$ cat src/rtl/evt_tally_pkg.sv
package evt_tally_pkg;
  typedef struct packed {
    logic level;
    logic rise;
    logic fall;
  } evt_edge_t;
endpackage

$ cat src/rtl/evt_deglitch.sv
module evt_deglitch
  import evt_tally_pkg::*;
#(
  parameter int GLITCH_TICKS = 4
) (
  input  logic      clk,
  input  logic      rst_n,
  input  logic      tick,
  input  logic      raw,
  output evt_edge_t ev
);
  localparam int GW = $clog2(GLITCH_TICKS + 1);

  logic          s1_q, s2_q;
  logic          lvl_q, lvl_d;
  logic          rise_q, rise_d, fall_q, fall_d;
  logic [GW-1:0] cnt_q, cnt_d;

  always_comb begin
    lvl_d  = lvl_q;
    cnt_d  = cnt_q;
    rise_d = 1'b0;
    fall_d = 1'b0;
    if (s2_q == lvl_q) begin
      cnt_d = '0;
    end else if (tick) begin
      if (cnt_q == GW'(GLITCH_TICKS - 1)) begin
        lvl_d  = s2_q;
        cnt_d  = '0;
        rise_d = s2_q;
        fall_d = ~s2_q;
      end else begin
        cnt_d = cnt_q + 1'b1;
      end
    end
  end

  always_ff @(posedge clk or negedge rst_n) begin
    if (!rst_n) begin
      s1_q   <= 1'b0;
      s2_q   <= 1'b0;
      lvl_q  <= 1'b0;
      cnt_q  <= '0;
      rise_q <= 1'b0;
      fall_q <= 1'b0;
    end else begin
      s1_q   <= raw;
      s2_q   <= s1_q;
      lvl_q  <= lvl_d;
      cnt_q  <= cnt_d;
      rise_q <= rise_d;
      fall_q <= fall_d;
    end
  end

  assign ev.level = lvl_q;
  assign ev.rise  = rise_q;
  assign ev.fall  = fall_q;
endmodule

$ cat src/rtl/evt_pacer.sv
module evt_pacer #(
  parameter int START_TICKS = 5,
  parameter int INCR_TICKS  = 10
) (
  input  logic clk,
  input  logic rst_n,
  input  logic tick,
  input  logic active,
  input  logic restart,
  output logic inc
);
  localparam int PMAX = (START_TICKS > INCR_TICKS) ? START_TICKS : INCR_TICKS;
  localparam int PW   = $clog2(PMAX + 1);

  logic          first_q, first_d;
  logic          inc_q, inc_d;
  logic [PW-1:0] pcnt_q, pcnt_d;
  logic [PW-1:0] limit;

  assign limit = first_q ? PW'(START_TICKS - 1) : PW'(INCR_TICKS - 1);

  always_comb begin
    first_d = first_q;
    pcnt_d  = pcnt_q;
    inc_d   = 1'b0;
    if (restart) begin
      first_d = 1'b1;
      pcnt_d  = '0;
    end else if (active && tick) begin
      if (pcnt_q == limit) begin
        inc_d   = 1'b1;
        pcnt_d  = '0;
        first_d = 1'b0;
      end else begin
        pcnt_d = pcnt_q + 1'b1;
      end
    end
  end

  always_ff @(posedge clk or negedge rst_n) begin
    if (!rst_n) begin
      first_q <= 1'b1;
      pcnt_q  <= '0;
      inc_q   <= 1'b0;
    end else begin
      first_q <= first_d;
      pcnt_q  <= pcnt_d;
      inc_q   <= inc_d;
    end
  end

  assign inc = inc_q;
endmodule

$ cat src/rtl/evt_busy.sv
module evt_busy #(
  parameter int WRITE_TICKS = 6,
  parameter int XFER_TICKS  = 2
) (
  input  logic clk,
  input  logic rst_n,
  input  logic tick,
  input  logic start_xfer,
  input  logic start_write,
  output logic busy
);
  localparam int BMAX = (WRITE_TICKS > XFER_TICKS) ? WRITE_TICKS : XFER_TICKS;
  localparam int BW   = $clog2(BMAX + 1);

  logic [BW-1:0] cnt_q, cnt_d;

  always_comb begin
    cnt_d = cnt_q;
    if (start_write)              cnt_d = BW'(WRITE_TICKS);
    else if (start_xfer)          cnt_d = BW'(XFER_TICKS);
    else if (tick && cnt_q != '0) cnt_d = cnt_q - 1'b1;
  end

  always_ff @(posedge clk or negedge rst_n) begin
    if (!rst_n) cnt_q <= '0;
    else        cnt_q <= cnt_d;
  end

  assign busy = (cnt_q != '0);
endmodule

$ cat src/rtl/evt_tally.sv
module evt_tally
  import evt_tally_pkg::*;
#(
  parameter int TIME_W       = 32,
  parameter int CNT_W        = 17,
  parameter int GLITCH_TICKS = 4,
  parameter int START_TICKS  = 5,
  parameter int INCR_TICKS   = 10,
  parameter int WRITE_TICKS  = 6,
  parameter int XFER_TICKS   = 2
) (
  input  logic              clk,
  input  logic              rst_n,
  input  logic              tick,
  input  logic              evt_raw,
  input  logic [TIME_W-1:0] load_time,
  input  logic [CNT_W-1:0]  load_count,
  input  logic              clr,
  input  logic              lock,
  output logic [TIME_W-1:0] time_q,
  output logic [CNT_W-1:0]  count_q,
  output logic              commit,
  output logic              busy
);
  localparam logic [TIME_W-1:0] TIME_MAX = '1;
  localparam logic [CNT_W-1:0]  CNT_MAX  = '1;

  evt_edge_t         ev;
  logic              rise_p, fall_p, inc_p;
  logic [TIME_W-1:0] time_d;
  logic [CNT_W-1:0]  count_d;
  logic              commit_q;

  evt_deglitch #(.GLITCH_TICKS(GLITCH_TICKS)) u_flt (
    .clk(clk), .rst_n(rst_n), .tick(tick), .raw(evt_raw), .ev(ev)
  );

  assign rise_p = ev.rise;
  assign fall_p = ev.fall;

  evt_pacer #(.START_TICKS(START_TICKS), .INCR_TICKS(INCR_TICKS)) u_pace (
    .clk(clk), .rst_n(rst_n), .tick(tick), .active(ev.level),
    .restart(rise_p), .inc(inc_p)
  );

  evt_busy #(.WRITE_TICKS(WRITE_TICKS), .XFER_TICKS(XFER_TICKS)) u_busy (
    .clk(clk), .rst_n(rst_n), .tick(tick), .start_xfer(rise_p),
    .start_write(fall_p), .busy(busy)
  );

  always_comb begin
    time_d  = time_q;
    count_d = count_q;
    if (rise_p) begin
      time_d  = load_time;
      count_d = load_count;
    end else if (clr && !lock) begin
      time_d  = '0;
      count_d = '0;
    end else begin
      if (inc_p && time_q != TIME_MAX)   time_d  = time_q + 1'b1;
      if (fall_p && count_q != CNT_MAX)  count_d = count_q + 1'b1;
    end
  end

  always_ff @(posedge clk or negedge rst_n) begin
    if (!rst_n) begin
      time_q   <= '0;
      count_q  <= '0;
      commit_q <= 1'b0;
    end else begin
      time_q   <= time_d;
      count_q  <= count_d;
      commit_q <= fall_p;
    end
  end

  assign commit = commit_q;
endmodule

$ cat config.mk
export PLATFORM = sky130hd
export DESIGN_NAME = evt_tally
export DESIGN_NICKNAME = d
export VERILOG_FILES = /design/src/rtl/evt_tally_pkg.sv /design/src/rtl/evt_deglitch.sv /design/src/rtl/evt_pacer.sv /design/src/rtl/evt_busy.sv /design/src/rtl/evt_tally.sv
export SDC_FILE = /design/constraint.sdc
export NUM_CORES = 1
export LEC_CHECK = 0
export ABC_AREA = 1
export BUFFER_PORTS_ARGS = -buffer_cell sky130_fd_sc_hd__buf_2
export CAP_MARGIN = 30
export CELL_PAD_IN_SITES_DETAIL_PLACEMENT = 1
export CELL_PAD_IN_SITES_GLOBAL_PLACEMENT = 1
export CORE_ASPECT_RATIO = 1.2
export CORE_MARGIN = 3
export CORE_UTILIZATION = 34
export CTS_CLUSTER_SIZE = 20
export DETAILED_ROUTE_END_ITERATION = 10
export PLACE_DENSITY_LB_ADDON = 0.1
export SLEW_MARGIN = 20
export SYNTH_ARGS = -nofsm -noshare
export SYNTH_HDL_FRONTEND = slang
export SYNTH_SLANG_ARGS = --single-unit
$ cat constraint.sdc
create_clock -name clk -period 2.1 [get_ports clk]
set_input_delay 0 -clock clk [delete_from_list [all_inputs] [get_ports clk]]
set_output_delay 0 -clock clk [all_outputs]
set_load 0.005 [all_outputs]
# Word-level counts from Yosys, hierarchy flattened

Index checks and enable logic that the tools add are counted.

Register bits after elaboration: 67
Logic and storage cells: 68

Add/sub/neg operators: 5
Equality and inequality tests: 5
Mux-type cells: 28
Bitwise gates (word level): 2
Reduce and logical (&&, ||, !) cells: 15

Operators with widths:

| kind                    | number |
|---|---|
| $mux W32                | 3 |
| $mux W17                | 3 |
| $add A32 B1 Y32 const B | 1 |
| $ne A32 B32 Y1 const B  | 1 |
| $mux W3                 | 6 |
| $add A17 B1 Y17 const B | 1 |
| $ne A17 B17 Y1 const B  | 1 |
| $mux W4                 | 4 |
| $mux W1                 | 12 |
| $reduce_bool A3 Y1      | 4 |
| $reduce_bool A2 Y1      | 3 |
| $logic_and A1 B1 Y1     | 5 |
| $add A4 B1 Y4 const B   | 1 |
| $eq A4 B4 Y1            | 1 |
| $add A3 B1 Y3 const B   | 1 |
| $eq A3 B2 Y1 const B    | 1 |
| $reduce_and A3 Y1       | 1 |
| $sub A3 B1 Y3 const B   | 1 |
| $not A1 Y1              | 2 |
| $reduce_and A2 Y1       | 1 |
| $eq A1 B1 Y1            | 1 |
| $logic_not A1 Y1        | 1 |

# Longest topological paths before layout

Gate-level depths: netlist of run 1.

Depth in word-level cells: 5
Gate-level depth with buffers: 16

# By module

A second synthesis of run 1 with hierarchy kept.

Cell total of the unflattened synthesis: 714
Area total of the unflattened synthesis: 4586.9 µm²

By module, submodules not included:

| module       | instances | cells an instance | area an instance (µm²) | seq. area each (µm²) |
|---|---|---|---|---|
| evt_tally    | 1         | 597               | 3651.0                 | 1251.2 |
| evt_pacer    | 1         | 47                | 361.6                  | 151.4 |
| evt_deglitch | 1         | 40                | 350.3                  | 200.2 |
| evt_busy     | 1         | 30                | 224.0                  | 75.1 |

# Least setup slack after synthesis of run 1

OpenSTA, ideal clock, no wires.

Kind: register -> register
From: reg count_q[0]
To: reg count_q[5]
Setup time: 0.087 ns
Arrival time: 2.049 ns
Slack: -0.036 ns
Cell stages (with the launch flop): 15
Path buffers: 1
Clock period less this slack: 2.136 ns
Cells stage by stage: dfrtp_1 ha_1 nand2_1 inv_1 nand3_1 nor2_1 nand2_1 nor3_1 ha_1 nor2_1 inv_1 nand2_1 buf_4 inv_1 a22oi_1

Longest elaborated chain between the ends: 4
Elaborated cells on any way between the ends: 7
Those cells by class: 1 x add/sub; 1 x eq/ne; 3 x mux; 2 x reduce/logical

RTL lines:

| element                  | RTL line        | source |
|---|---|---|
| start: declaration       | evt_tally.sv:21 | `output logic [CNT_W-1:0] count_q,` |
| start signal: assignment | evt_tally.sv:73 | `count_q <= count_d;` |
| $add A17 B1 Y17          | evt_tally.sv:62 | `if (fall_p && count_q != CNT_MAX) count_d = count_q + 1'b1;` |
| $mux W17                 | evt_tally.sv:62 |  |
| $mux W17                 | evt_tally.sv:57 | `end else if (clr && !lock) begin` |
| $mux W17                 | evt_tally.sv:54 | `if (rise_p) begin` |

Parallel ways exist; a longest one is shown, timed or not. The select of a mux whose other input is x is not followed.
A chain may end at the register's enable or synchronous reset.

# Worst setup path after layout of run 1

From: reg count_q[1]
To: reg count_q[5]

Same word-level chain as after synthesis.

==> impl_metrics.py, run 1 <==
metrics = {
    "floorplanning": {
        "design.core.area_um2": 12700,
        "start_util_pct": 34.9,
        "die_w_um": 110,
        "rows": 45,
        "dieArea_um2": 14500,
        "io_pins": 106,
        "die_h_um": 131,
    },
    "yosys": {
        "yosys.area.top_type": "dfrtp_1",
        "syn_area_um2": 4440,
        "synth_edf_count": 0,
        "synth.distinct_cells": 38,
        "synth_area_leaders": "dfrtp_1 37%, nand2_1 22%, nand3_1 8.1%, nor2_1 5.9%, inv_1 5.5%",
        "netlist_instances": 675,
        "yosysSeqAreaShare_pct": 37.8,
        "netlist.area_leader.share_pct": 37.2,
        "synth_warnings": 0,
        "synth_area_per_cell_um2": 6.58,
        "synthMostInstantiatedCell": "nand2_1",
        "synth_ff_type": "dfrtp_1",
        "async_flop_share_pct": 100,
        "ys_top_cells_by_count": "259 x nand2_1, 72 x nand3_1, 70 x nor2_1, 66 x dfrtp_1, 65 x inv_1",
        "ys_ff_latch": 67,
        "synth_fp_nets": 737,
    },
    "timing": {
        "drv_slew": 0,
        "relSlewSlack_pct": 63.0,
        "period_share_pct": 97.4,
        "finalCriticalPeriod_ps": 2050,
        "rsz0062_at_grt": "true",
        "setup_violations": 0,
        "timing.fmax_mhz": 489,
        "worst_pin_slew_ps": 555,
        "hold_viol": 0,
        "fin_skew_ps": 10.8,
    },
    "power": {
        "p_per_area_nw_per_um2": 727,
        "p_leak_uw": 0.00303,
        "peakVddDrop_mv": 0.317,
    },
    "final_layout": {
        "nets": 903,
        "drive_gt1_share_pct": 22.7,
        "final_cell_area_um2": 6080,
        "antennaDiodeCount": 0,
        "area_growth_pct": 36.9,
        "postLayoutCoreUtil_pct": 47.8,
        "fillers": 1687,
    },
    "clocking": {
        "cts_tree": "done",
        "cts_buffer_depth": 2,
        "clk_pin_slew_worst_paths_ps": 70,
        "worstSkewPairLatency_ps": 340,
        "cts_sinks": 67,
        "cts_root_buf": "clkbuf_16",
        "numCtsBuffers": 9,
        "htree_levels": 3,
    },
    "job": {
        "maxCapViolCount": 0,
    },
    "route": {
        "dr.pass1.iters": 4,
        "drt-total-wl_um": 15800,
        "vias": 5029,
        "via_per_inst": 4.98,
        "routedWlPerCell_um": 15.7,
        "dr.first_iter.drc_count": 180,
        "ant_nets": 0,
        "drc": 0,
    },
    "placement": {
        "hpwl_um": 11300,
        "io_buffers": 105,
        "placed_cell_area_um2": 5260,
        "gp_congestion": 0.841,
    },
    "global_routing": {
        "grt_pass1_wl_um": 26200,
        "antenna_found_initial": 0,
        "grt_max_degree": 68,
        "overflow": 0,
        "grt.total_usage_pct": 22.5,
        "grt_pass1_vias": 5470,
    },
    "critical_path": {
        "worstSetupEndpointType": "flip-flop",
        "crit_type": "flip-flop to flip-flop",
        "critPathRequiredTime_ps": 2300,
        "worstSetupStartpointType": "flip-flop",
        "cp.arrival_ps": 2250,
        "crit_fanout": 5,
    },
    "min_path": {
        "hp-class": "input pin to flip-flop",
    },
    "run_status": {
        "status": "completed",
    },
}
-- through the flow --
step / cells / total power [µW] / hold WS [ps] / TNS (ps) / setup slack, ps
floorplan: 675 / 2310 / -296 / 0 / 44.6
global placement: 950 / 2670 / 63.5 / 0 / 114
detailed placement: 950 / 2750 / 60.7 / -31.1 / -22.2
CTS: 1009 / 4460 / 1.09 / 0 / 15.6
global route: 1010 / 4710 / 21.0 / -617 / -79.5
finish: 1010 / 4420 / 4.43 / 0 / 53.9
-- cells in the final DEF, fill, tap and decap left out, drive strengths merged, types with 2 or more instances in the layout --
master,netlist,routed
or2,2,2
dfrtp,66,66
nand2,264,264
a22oi,3,3
a31oi,5,5
inv,68,72
and2,2,2
ha,7,7
nor2,78,78
a21oi,21,21
clkbuf,6,9
buf,15,133
dlygate4sd3,0,43
o211ai,4,4
nor3,4,4
nand4,4,4
nand3,72,72
o21ai,44,44
-- final timing paths --
kind | from | endpoint | slack, ps | cells past startpoint
setup reg to reg | count_q[1]$_DFFE_PN0P_ | count_q[5]$_DFFE_PN0P_ | 50 | 13
setup / recovery | count_q[1]$_DFFE_PN0P_ | count_q[5]$_DFFE_PN0P_ | 50 | 13
hold / removal | load_count[15] | count_q[15]$_DFFE_PN0P_ | 4 | 5
min in group asynchronous | rst_n | time_q[11]$_DFFE_PN0P_ | 210 | 3
max in group asynchronous | rst_n | u_pace.first_q$_DFFE_PN1P_ | 1520 | 3
hold reg to reg | u_flt.s1_q$_DFF_PN0_ | u_flt.s2_q$_DFF_PN0_ | 360 | 0
-- critical path: stages (launching register included) --
cell and delay (ps):
dfrtp_1 370, ha_2 180, nand2_1 60, inv_2 70
nand3_4 70, nor2_4 120, nand2_2 80, nor3_4 190
ha_2 190, nor2_2 50, inv_2 100, nand2_4 80
inv_1 210, a22oi_1 130
-- cell type report --
class                      count  area, µm²  share of cell area, %
inverter                      68        255                   4.20
clock buffer                   9        225                   3.70
clock inverter                 7       81.3                   1.34
tap                          164        205                   3.37
multi-input combinational    519       2450                   40.3
timing repair buffer         176       1190                   19.5
sequential                    67       1680                   27.6
-- state kept, by name, indices dropped and copies added (netlist names) --
signal and flops:
u_flt.cnt_q 3, u_flt.lvl_q 1, u_pace.first_q 1, count_q 17, u_flt.s1_q 1, u_pace.pcnt_q 4
u_flt.fall_q 1, u_flt.s2_q 1, u_busy.cnt_q 3, time_q 32, commit 1, u_pace.inc 1
u_flt.rise_q 1
-- per-layer routing --
metal / part of all wire [%] / GRT usage [%]
met3: 2.5 / 3.10
met5: 0 / 0
met2: 54 / 42.2
met1: 41 / 25.7
met4: 2.0 / 6.57
-- power breakdown --
| group | leakage [µW] | total (µW) | internal [µW] | switching (µW) |
|---|---|---|---|---|
| Clock | 0.000147 | 1620 | 940 | 677 |
| Combinational | 0.00200 | 1140 | 496 | 643 |
| Sequential | 0.000883 | 1670 | 1490 | 179 |
| Total | 0.00303 | 4420 | 2920 | 1500 |
-- kinds of logic (layout without fill, tap and decap cells) --
| logic type | count (synthesis) | count (layout) | synth area share, % |
|---|---|---|---|
| buf+inv | 89 | 260 | 8.65 |
| compound gates | 83 | 83 | 11.1 |
| xor+xnor | 2 | 2 | 0.395 |
| fa+ha+maj | 7 | 7 | 1.97 |
| flops | 67 | 67 | 37.8 |
| simple gates | 427 | 427 | 40.1 |
-- what timing repair did --
action	CTS	global route
endpoints found under the hold margin	108	0
hold buffers	43	0
gates resized for setup	1	18
pin swaps	0	9
gates cloned	0	0
setup endpoints to repair	6	48
buffers inserted	0	1
(Power assumes the default switching activity.)
==> run 2: changes to the inputs <==
ABC_AREA = unset   (was 1)
CORE_UTILIZATION = 39   (was 34)
clock period = 2.2 ns   (was 2.1 ns; I/O delays follow)
==> run 2 against run 1 <==
Effect of this change: die area shrank 17%; register-to-register slack hardly changed; largest cell class unchanged; utilization increased by 11 points; total power down 14%; sequential power fell by 12%; clock power is 3% lower; highest routed layer unchanged; count of clock-buffer cells in the layout is 2 higher; via count decreased by 5.4%; critical endpoint is now count_q[14]$_DFFE_PN0P_.
==> impl_metrics.py, run 2 <==
metrics = {
    "final_layout": {
        "largestRegisters": "time_q x32, count_q x17, u_pace.pcnt_q x4",
        "multi_input_area_um2": 2400,
        "antennaDiodeCount": 0,
        "fillers": 1237,
        "final_common_cell": "buf_2",
        "layout_common_cells": "105 x buf_2, 72 x nand2_1, 63 x dfrtp_1",
        "area_growth_pct": 43.3,
        "largest_reg_flops": 32,
        "drive_gt1_share_pct": 30.9,
        "regArea_um2": 1680,
        "nets": 739,
        "regMostFlops": "time_q",
    },
    "floorplanning": {
        "io_pins": 106,
        "start_util_pct": 40.9,
        "die_w_um": 100,
        "die_h_um": 119,
        "rows": 40,
        "dieArea_um2": 12000,
        "design.core.area_um2": 10200,
    },
    "yosys": {
        "syn_area_um2": 4170,
        "synthAdderAreaFrac_pct": 2.10,
        "synth.distinct_cells": 65,
        "synth_warnings": 0,
        "synth_fp_nets": 554,
        "synth_ff_type": "dfrtp_1",
        "synth_area_per_cell_um2": 8.48,
        "async_flop_share_pct": 100,
        "synthMostInstantiatedCell": "nand2_1",
        "synth_compound_area_share_pct": 26.8,
        "synth-simple-area-share_pct": 24.3,
        "yosysSeqAreaShare_pct": 40.2,
        "synth_area_leaders": "dfrtp_1 40%, a21oi_1 6.6%, nand2_1 6.6%, o21ai_0 3.1%, nor2_1 2.9%",
        "ys_ff_latch": 67,
        "synthMuxAreaShare_pct": 1.26,
        "synth_edf_count": 0,
        "yosys.area.top_type": "dfrtp_1",
        "netlist.area_leader.share_pct": 39.6,
        "synth-xor-area-share_pct": 0.839,
        "ys_top_cells_by_count": "73 x nand2_1, 66 x dfrtp_1, 55 x a21oi_1, 32 x nor2_1, 26 x o21ai_0",
        "synth_top_family_by_area": "compound AO/OA/AOI/OAI gates",
        "netlist_instances": 492,
    },
    "power": {
        "p_per_area_nw_per_um2": 632,
        "power.total_uw": 3780,
        "peakVddDrop_mv": 0.484,
        "p_leak_uw": 0.00279,
    },
    "global_routing": {
        "antenna_found_initial": 0,
        "overflow": 0,
        "grt.total_usage_pct": 26.3,
        "grt_pass1_vias": 5182,
        "grt_max_degree": 46,
        "grt_pass1_wl_um": 25300,
    },
    "timing": {
        "period_share_pct": 97.5,
        "hold_viol": 0,
        "worst_pin_slew_ps": 727,
        "relSlewSlack_pct": 51.5,
        "timing.fmax_mhz": 466,
        "tns_ps": 0,
        "setup_violations": 0,
        "finalCriticalPeriod_ps": 2150,
        "drv_slew": 0,
        "fin_skew_ps": 5.52,
        "rsz0062_at_grt": "true",
    },
    "critical_path": {
        "worstSetupStartpointType": "flip-flop",
        "rr_worst_depth": 9,
        "worstSetupEndpointType": "flip-flop",
        "crit-reg2reg-launch": "count_q[1]$_DFFE_PN0P_",
        "critPathRequiredTime_ps": 2440,
        "crit_type": "flip-flop to flip-flop",
        "cp.arrival_ps": 2390,
        "crit_fanout": 8,
        "critPathLaunch": "count_q[1]$_DFFE_PN0P_",
    },
    "route": {
        "ant_nets": 0,
        "dr.pass1.iters": 4,
        "via_per_inst": 5.89,
        "vias": 4758,
        "dr.first_iter.drc_count": 162,
        "routedWlPerCell_um": 19.4,
        "drc": 0,
        "drt-total-wl_um": 15700,
    },
    "job": {
        "maxCapViolCount": 0,
    },
    "placement": {
        "io_buffers": 105,
        "hpwl_um": 10900,
        "gp_congestion": 0.865,
    },
    "clocking": {
        "worstSkewPairLatency_ps": 340,
        "htree_levels": 3,
        "cts_buffer_depth": 2,
        "cts_tree": "done",
        "cts_sinks": 67,
        "clk_pin_slew_worst_paths_ps": 60,
        "numCtsBuffers": 9,
        "cts_root_buf": "clkbuf_16",
    },
    "run_status": {
        "status": "completed",
    },
    "min_path": {
        "hold_depth": 3,
        "hp-start": "load_time[23]",
        "hp-class": "input pin to flip-flop",
    },
}
-- run 2: cell count changes in the layout (fill, tap and decap cells not counted), moves of 33 or more --
| cell | change |
|---|---|
| nand2_1 | -185 |
| a21oi_1 | +33 |
| inv_1 | -52 |
| nand3_1 | -50 |
| buf_4 | +37 |
| nor2_1 | -35 |
-- run 2: report_power, final --
group	switching (µW)	internal (µW)
combinational	388	352
sequential	111	1360
clock	555	1020
total	1050	2730
-- run 2: final timing paths --
check,end,slack (ps)
worst max-delay path,count_q[14]$_DFFE_PN0P_,50
worst min register to register,u_flt.s2_q$_DFF_PN0_,360
worst min-delay path,time_q[23]$_DFFE_PN0P_,20
max in group asynchronous,u_flt.lvl_q$_DFFE_PN0P_,1160
min in group asynchronous,time_q[31]$_DFFE_PN0P_,210
worst max register to register,count_q[14]$_DFFE_PN0P_,50
-- run 2: logic make-up (layout without fill, tap and decap cells) --
group | count (synthesis) | count (layout)
compound gates | 165 | 165
xor+xnor | 4 | 4
fa+ha+maj | 7 | 7
buf+inv | 40 | 230
flops | 67 | 67
mux | 5 | 5
simple gates | 204 | 204
-- run 2: per-stage QoR --
| stage | setup slack (ps) | util [%] | instance area [µm²] | cells | hold WS (ps) |
|---|---|---|---|---|---|
| final | 54.2 | 58.6 | 5980 | 808 | 15.4 |
| after global routing | -74.5 | 58.6 | 5980 | 808 | 36.8 |
| after CTS | 1.65 | 58.0 | 5920 | 805 | 12.1 |
| after detailed placement | -58.8 | 51.4 | 5250 | 757 | 37.2 |
| after global placement | 41.8 | 51.4 | 5250 | 757 | 40.6 |
| after floorplan | 9.78 | - | 4230 | 492 | -296 |
-- run 2: critical path, stage by stage (launching register included) --
cell and delay [ps]:
dfrtp_1 390, ha_2 210, nand2_1 80, or3_4 430, nor2_1 120, ha_1 190, nand2b_4 180, buf_6 150
o41ai_1 90, a21oi_1 210
-- run 2: layout make-up --
cell class	count	area share, %
Multi-Input combinational cell	385	40.1
Sequential cell	67	28.1
Timing Repair Buffer	203	23.1
Clock buffer	11	4.06
Tap cell	126	2.63
Clock inverter	5	1.30
Inverter	11	0.690
-- run 2: what timing repair did --
item	in CTS	in global routing
endpoints found under the hold margin	51	0
resized for setup	4	8
buffers inserted	1	3
hold buffers	31	0
cloned	0	0
endpoints found under the setup margin	4	20
pin swaps	1	1
-- run 2: per-layer routing --
metal / vias up / global-route usage, % / share of wire (%)
met5: - / 0 / 0
met4: 0 / 10.4 / 2.5
met3: 34 / 4.10 / 4.5
met2: 136 / 47.2 / 53
met1: 2370 / 30.9 / 40
li1: 2218 / - / -
